### src/rtl/pmu_pkg.sv
// Package: shared constants and bit-position helpers for the counter bank.
// Assumes a fixed bank of ten counters with a 64-bit register word.
package pmu_pkg;
    localparam int NCTR       = 10;
    localparam int RW         = 64;
    localparam int AW         = 4;
    localparam int LANES      = 4;
    localparam int LANE_W     = 8;
    localparam int IE_GAP     = 12;
    localparam int BIT_FREEZE = 20;
    localparam int BIT_HOLD   = 22;
    localparam int HIGH_BASE  = 32;
    localparam int LOW_LIMIT  = 8;
    localparam int NFIXED     = 2;
    localparam int PER_SEL    = 4;

    localparam logic [AW-1:0] ADDR_CTRL = 4'd0;
    localparam logic [AW-1:0] ADDR_MODE = 4'd1;
    localparam logic [AW-1:0] ADDR_SEL0 = 4'd2;
    localparam logic [AW-1:0] ADDR_SEL1 = 4'd3;
    localparam int            ADDR_CNT0 = 4;

    // Per-counter bit position used by enables and mode lanes
    function automatic int ctr_pos(input int n);
        return (n < LOW_LIMIT) ? n : HIGH_BASE + n - LOW_LIMIT;
    endfunction

    // Writable bits of the control word
    function automatic logic [RW-1:0] ctrl_mask();
        logic [RW-1:0] m;
        m = '0;
        for (int n = 0; n < NCTR; n++) begin
            m[ctr_pos(n)]          = 1'b1;
            m[ctr_pos(n) + IE_GAP] = 1'b1;
        end
        m[BIT_FREEZE] = 1'b1;
        m[BIT_HOLD]   = 1'b1;
        return m;
    endfunction

    // Writable bits of the mode filter; monitor lane absent above counter 7
    function automatic logic [RW-1:0] mode_mask();
        logic [RW-1:0] m;
        m = '0;
        for (int l = 0; l < LANES; l++)
            for (int n = 0; n < NCTR; n++)
                if (!(l == LANES - 1 && n >= LOW_LIMIT))
                    m[l * LANE_W + ctr_pos(n)] = 1'b1;
        return m;
    endfunction
endpackage

### src/rtl/pmu_cfg_regs.sv
// Module: control word, mode filter and event selector registers.
// Assumes a single-cycle write port; the exception-return pulse clears
// the hold-off bit unless the control word is written in the same cycle.
module pmu_cfg_regs
    import pmu_pkg::*;
#(
    parameter int SEL_W = 8,
    localparam int SR_W = SEL_W * PER_SEL
) (
    input  logic            clk,
    input  logic            rst_n,
    input  logic            wr,
    input  logic [AW-1:0]   addr,
    input  logic [RW-1:0]   wdata,
    input  logic            eret,
    output logic [RW-1:0]   ctrl_q,
    output logic [RW-1:0]   mode_q,
    output logic [SR_W-1:0] sel0_q,
    output logic [SR_W-1:0] sel1_q
);
    // Register update with write priority over hold-off release
    always_ff @(posedge clk) begin
        if (!rst_n) begin
            ctrl_q <= '0;
            mode_q <= '0;
            sel0_q <= '0;
            sel1_q <= '0;
        end else begin
            if (wr && addr == ADDR_CTRL)
                ctrl_q <= wdata & ctrl_mask();
            else if (eret)
                ctrl_q[BIT_HOLD] <= 1'b0;
            if (wr && addr == ADDR_MODE)
                mode_q <= wdata & mode_mask();
            if (wr && addr == ADDR_SEL0)
                sel0_q <= wdata[SR_W-1:0];
            if (wr && addr == ADDR_SEL1)
                sel1_q <= wdata[SR_W-1:0];
        end
    end
endmodule

### src/rtl/pmu_event_gate.sv
// Module: decides whether one counter advances in this cycle.
// Assumes the event code is already resolved (fixed or selected) and that
// unimplemented filter lanes arrive as zero.
module pmu_event_gate
    import pmu_pkg::*;
#(
    parameter int SEL_W = 8,
    localparam int NEVT = 1 << SEL_W
) (
    input  logic [NEVT-1:0]  events_i,
    input  logic [SEL_W-1:0] code_i,
    input  logic             en_i,
    input  logic [LANES-1:0] filt_i,
    input  logic [1:0]       mode_i,
    input  logic             frozen_i,
    output logic             inc_o
);
    // Combine enable, mode lane, selected pulse and freeze
    always_comb begin
        inc_o = en_i && filt_i[mode_i] && events_i[code_i] && !frozen_i;
    end
endmodule

### src/rtl/pmu_counter.sv
// Module: one counter with a sticky wrap flag in its top bit.
// Assumes a register write outranks an increment in the same cycle.
module pmu_counter #(
    parameter int CW = 48
) (
    input  logic          clk,
    input  logic          rst_n,
    input  logic          wr_hit,
    input  logic [CW-1:0] wdata,
    input  logic          inc,
    output logic [CW-1:0] cnt_q
);
    // Load, or count the low bits and latch the wrap flag
    always_ff @(posedge clk) begin
        if (!rst_n) begin
            cnt_q <= '0;
        end else if (wr_hit) begin
            cnt_q <= wdata;
        end else if (inc) begin
            cnt_q[CW-2:0] <= cnt_q[CW-2:0] + 1'b1;
            if (&cnt_q[CW-2:0])
                cnt_q[CW-1] <= 1'b1;
        end
    end
endmodule

### src/rtl/pmu_counter_bank.sv
// Module: top of the ten-counter performance monitor bank.
// Assumes CW <= 64 and that event code widths match SEL_W; reads are
// combinational from registered state.
module pmu_counter_bank
    import pmu_pkg::*;
#(
    parameter int            CW       = 48,
    parameter int            SEL_W    = 8,
    parameter logic [7:0]    CYC_EVT  = 8'h02,
    parameter logic [7:0]    FIX1_EVT = 8'h01,
    localparam int           NEVT     = 1 << SEL_W,
    localparam int           SR_W     = SEL_W * PER_SEL
) (
    input  logic            clk,
    input  logic            rst_n,
    input  logic            reg_wr,
    input  logic [AW-1:0]   reg_addr,
    input  logic [RW-1:0]   reg_wdata,
    output logic [RW-1:0]   reg_rdata,
    input  logic [NEVT-1:0] event_i,
    input  logic [1:0]      mode_i,
    input  logic            eret_i,
    output logic            irq_o
);
    logic [RW-1:0]      ctrl_q;
    logic [RW-1:0]      mode_q;
    logic [SR_W-1:0]    sel0_q;
    logic [SR_W-1:0]    sel1_q;
    logic [CW-1:0]      cnt_q [NCTR];
    logic [NCTR-1:0]    ovf_vec;
    logic [NCTR-1:0]    ie_hit;
    logic [NCTR*CW-1:0] cnt_flat;
    logic               hold_q;
    logic               freeze_en;
    logic               frozen;

    pmu_cfg_regs #(.SEL_W(SEL_W)) u_cfg (
        .clk    (clk),
        .rst_n  (rst_n),
        .wr     (reg_wr),
        .addr   (reg_addr),
        .wdata  (reg_wdata),
        .eret   (eret_i),
        .ctrl_q (ctrl_q),
        .mode_q (mode_q),
        .sel0_q (sel0_q),
        .sel1_q (sel1_q)
    );

    assign hold_q    = ctrl_q[BIT_HOLD];
    assign freeze_en = ctrl_q[BIT_FREEZE];
    assign irq_o     = (|ie_hit) && !hold_q;
    assign frozen    = freeze_en && irq_o;

    for (genvar n = 0; n < NCTR; n++) begin : g_ctr
        localparam int POS = ctr_pos(n);
        logic [SEL_W-1:0] code;
        logic [LANES-1:0] filt;
        logic             inc;
        logic             wr_hit;

        if (n == 0) begin : g_cyc
            assign code = SEL_W'(CYC_EVT);
        end else if (n < NFIXED) begin : g_fix
            assign code = SEL_W'(FIX1_EVT);
        end else if (n < NFIXED + PER_SEL) begin : g_sel0
            assign code = sel0_q[(n - NFIXED) * SEL_W +: SEL_W];
        end else begin : g_sel1
            assign code = sel1_q[(n - NFIXED - PER_SEL) * SEL_W +: SEL_W];
        end

        for (genvar l = 0; l < LANES; l++) begin : g_lane
            assign filt[l] = mode_q[l * LANE_W + POS];
        end

        assign wr_hit = reg_wr && (reg_addr == AW'(ADDR_CNT0 + n));

        pmu_event_gate #(.SEL_W(SEL_W)) u_gate (
            .events_i (event_i),
            .code_i   (code),
            .en_i     (ctrl_q[POS]),
            .filt_i   (filt),
            .mode_i   (mode_i),
            .frozen_i (frozen),
            .inc_o    (inc)
        );

        pmu_counter #(.CW(CW)) u_cnt (
            .clk    (clk),
            .rst_n  (rst_n),
            .wr_hit (wr_hit),
            .wdata  (reg_wdata[CW-1:0]),
            .inc    (inc),
            .cnt_q  (cnt_q[n])
        );

        assign ovf_vec[n]            = cnt_q[n][CW-1];
        assign ie_hit[n]             = cnt_q[n][CW-1] && ctrl_q[POS + IE_GAP];
        assign cnt_flat[n*CW +: CW]  = cnt_q[n];
    end

    // Read multiplexer over configuration and counters
    always_comb begin
        reg_rdata = '0;
        case (reg_addr)
            ADDR_CTRL: reg_rdata = ctrl_q;
            ADDR_MODE: reg_rdata = mode_q;
            ADDR_SEL0: reg_rdata = RW'(sel0_q);
            ADDR_SEL1: reg_rdata = RW'(sel1_q);
            default: begin
                for (int n = 0; n < NCTR; n++)
                    if (reg_addr == AW'(ADDR_CNT0 + n))
                        reg_rdata = RW'(cnt_q[n]);
            end
        endcase
    end
endmodule

### config.mk
export PLATFORM = sky130hd
export DESIGN_NAME = pmu_counter_bank
export DESIGN_NICKNAME = d
export VERILOG_FILES = /design/src/rtl/pmu_pkg.sv /design/src/rtl/pmu_cfg_regs.sv /design/src/rtl/pmu_event_gate.sv /design/src/rtl/pmu_counter.sv /design/src/rtl/pmu_counter_bank.sv
export SDC_FILE = /design/constraint.sdc
export NUM_CORES = 2
export LEC_CHECK = 0
export BUFFER_PORTS_ARGS = -buffer_cell sky130_fd_sc_hd__buf_4
export CORE_MARGIN = 5
export CORE_UTILIZATION = 40
export DETAILED_ROUTE_END_ITERATION = 8
export PLACE_DENSITY_LB_ADDON = 0.08
export SLEW_MARGIN = 30
export SYNTH_ARGS = -nofsm -noshare
export SYNTH_HDL_FRONTEND = slang
export SYNTH_SLANG_ARGS = --single-unit
### constraint.sdc
create_clock -name clk -period 6.3 [get_ports clk]
set_clock_uncertainty 0.05 [all_clocks]
set_input_delay 0.945 -clock clk [delete_from_list [all_inputs] [get_ports clk]]
set_output_delay 0.945 -clock clk [all_outputs]
set_load 0.01 [all_outputs]
==> results.json <==
{
  "dp_cells": 7546,
  "clock_power_share_pct": 42.8,
  "area.growth.synth_to_final_pct": 11.55,
  "grt_pass1_wl_um": 369200,
  "holdBufCountCts": 0,
  "pre_cts_ws_ps": 1306,
  "ant_nets": 0,
  "path_cells": "buf_4 -> nand2b_1 -> nor3_2 -> buf_12 -> buf_4 -> a222oi_1 -> a31oi_1 -> a21oi_1 -> a21oi_1 -> a211oi_1 -> o22ai_1 -> buf_4",
  "gp_congestion": 1.002,
  "seqPwrFrac_pct": 40.7,
  "htreeDepth": 3,
  "report.final.slew_viol_count": 0,
  "ys.flop_type": "dfxtp_1",
  "tightest_slew_ps": 1110,
  "die_y_um": 370.0,
  "fin_cells": 7683,
  "timing.rr.end": "g_ctr[6].u_cnt.cnt_q[29]$_SDFFE_PN0P_",
  "synthTopCellsByCount": "dfxtp_1, nand2_1, mux4_2",
  "grt_pass1_vias": 49330,
  "hold_end": "u_cfg.ctrl_q[5]$_SDFFE_PN0P_",
  "hold_depth": 2,
  "power_leakage_nw": 17.30,
  "cts.clk_slew.worst_paths_ps": 60,
  "p_comb_share_pct": 16.5,
  "ir_worst_vdd_uv": 172.5,
  "port_buffers": 366,
  "finalNetCount": 6221,
  "wire_per_inst_um": 34.29,
  "crit_slowest_cell": "nor3_2",
  "dr_total_vias": 52940,
  "final_core_util_pct": 44.78,
  "clock_sinks": 604,
  "clock-root-buffer": "clkbuf_16",
  "synth-edff-count": 0,
  "first_iter_violations": 7244,
  "arrival_ps": 4160,
  "max_stage_delay_ps": 530,
  "cap_violations": 0,
  "core_area_um2": 129200,
  "grt_start_max_net_pins": 216,
  "end_kind": "output port",
  "synth_top_cell_area_share_pct": 23.32,
  "worstSetupPathType": "in -> out",
  "cp_max_fo": 42,
  "cellPowerDensity_nw_per_um2": 172.9,
  "period_share_pct": 81.83,
  "hold_class": "reg -> reg",
  "synth_cell_types": 96,
  "worst-r2r-setup-slack_ps": 1210,
  "die_area_um2": 136900,
  "finalHoldViolations": 0,
  "floorplan.initialDensity_pct": 40.14,
  "grtUsageTotal_pct": 37.03,
  "total_power_mw": 10.00,
  "row_count": 132,
  "r2r_start": "u_cfg.sel1_q[0]$_SDFFE_PN0P_",
  "overflow": 0,
  "post_cts_resize_count": 0,
  "dpl.hpwl_um": 193100,
  "p_switching_mw": 2.973,
  "yosys_warnings": 0,
  "synth.most_common_cell": "dfxtp_1",
  "async_flop_share_pct": 0,
  "setup_slack_ps": 1145,
  "grt_setup_unrepaired": "no",
  "cts_buffers": 71,
  "cpMostUsedCell": "buf_4",
  "syn_avg_cell_area_um2": 8.846,
  "drt-vias-per-instance": 6.891,
  "cts_tree": "yes",
  "start_kind": "input port",
  "drt_pre_antenna_iters": 8,
  "hold_ws_ps": 419.7,
  "post_cts_buffers": 0,
  "clock_latency_ps": 650,
  "min_from": "u_cfg.ctrl_q[5]$_SDFFE_PN0P_",
  "p_int_mw": 7.030,
  "antenna_found_initial": 12,
  "cp_data_required_time_ps": 5300,
  "die_width_um": 370.0,
  "totalWireLength_um": 263400,
  "ys_seq_area_share_pct": 23.32,
  "rr_worst_depth": 12,
  "tns_ps": 0,
  "syn-instance-count": 5861,
  "layout-drive-gt1-share_pct": 21.84,
  "drcViolationCount": 0,
  "n_fill_cell": 12850,
  "slew_headroom_pct": 25.91,
  "status": "finished, final reports clean",
  "synth_area_um2": 51850,
  "switching_share_pct": 29.72,
  "period_needed_ps": 5155,
  "dpl_cell_area_um2": 55410,
  "pin_count": 395,
  "synth_top_area_cell": "dfxtp_1",
  "synth_area_leaders": "dfxtp_1, mux4_2, o21ai_0",
  "clock_path_buffers": 3,
  "setup_viol": 0,
  "fmax_mhz": 194.0,
  "finish.instance_area_um2": 57840,
  "yosys_register_bits": 604
}
-- flip-flops by register name, indices dropped and copies added, names as in the netlist --
name / count
u_cfg.sel1_q: 32
g_ctr.u_cnt.cnt_q: 480
u_cfg.sel0_q: 32
u_cfg.mode_q: 38
u_cfg.ctrl_q: 22
-- cells in the final DEF, fill, tap and decap left out, types with 113 or more instances in the layout --
master and count:
a22oi_1 128, nor2_1 273, a31oi_1 120, nand2_1 580
mux2i_1 137, nor3_1 113, xnor2_1 221, buf_4 501
nand4_1 128, o21ai_0 519, nand3_1 221, mux4_2 522
dfxtp_1 580, a21oi_1 466
-- metal layers --
layer | up-vias | global-route usage (%) | part of all wire (%) | routed length [µm]
met2 | 3238 | 58.48 | 45 | 119200
met5 | - | 0 | 0.0084 | 22
met3 | 807 | 6.523 | 9.0 | 23710
li1 | 22680 | - | - | -
met4 | 4 | 27.87 | 9.2 | 24330
met1 | 26210 | 45.26 | 37 | 96170
-- power groups by stage --
stage	Sequential, mW	Clock (mW)	Combinational (mW)
4_1_cts	4.06	4.32	1.61
2_1_floorplan	4.06	0	0.868
5_1_grt	4.08	4.46	1.71
3_3_place_gp	4.15	0	1.59
6_report	4.07	4.28	1.65
3_5_place_dp	4.15	0	1.60
-- worst max-delay path, delay by kind of cell --
family | cells | cell delay, ps
simple gates | 2 | 850
compound gates | 6 | 1370
buf+inv | 4 | 960
-- kinds of logic after synthesis --
| group | share of synthesized area [%] |
|---|---|
| multiplexers | 27.24 |
| AO/OA/AOI/OAI | 19.24 |
| XOR/XNOR | 5.608 |
| other | 0.007233 |
| flip-flops | 23.32 |
| buffers and inverters | 6.284 |
| adder cells (fa/ha/maj) | 0.2413 |
| AND/OR/NAND/NOR | 18.06 |
-- layout make-up --
class,instances,area (µm²),share of cell area (%)
Antenna cell,8,20.02,0.03461
Clock buffer,106,2122,3.669
Clock inverter,19,191.4,0.3310
Inverter,110,420.4,0.7269
Multi-Input combinational cell,4579,36730,63.50
Sequential cell,604,12160,21.02
Tap cell,1742,2180,3.768
Timing Repair Buffer,515,4021,6.953
-- worst max-delay path by stage --
stage	to	slack (ps)	start	cells past startpoint
after floorplan	reg_rdata[24]	2520	reg_addr[0]	8
after global placement	reg_rdata[23]	1260	reg_addr[2]	12
final	reg_rdata[23]	1140	reg_addr[2]	12
after global routing	g_ctr[6].u_cnt.cnt_q[33]$_SDFFE_PN0P_	1050	u_cfg.sel1_q[0]$_SDFFE_PN0P_	12
after CTS	reg_rdata[23]	1280	reg_addr[2]	12
after detailed placement	reg_rdata[23]	1310	reg_addr[2]	12
No activity file was read; power rests on OpenSTA's default activity.
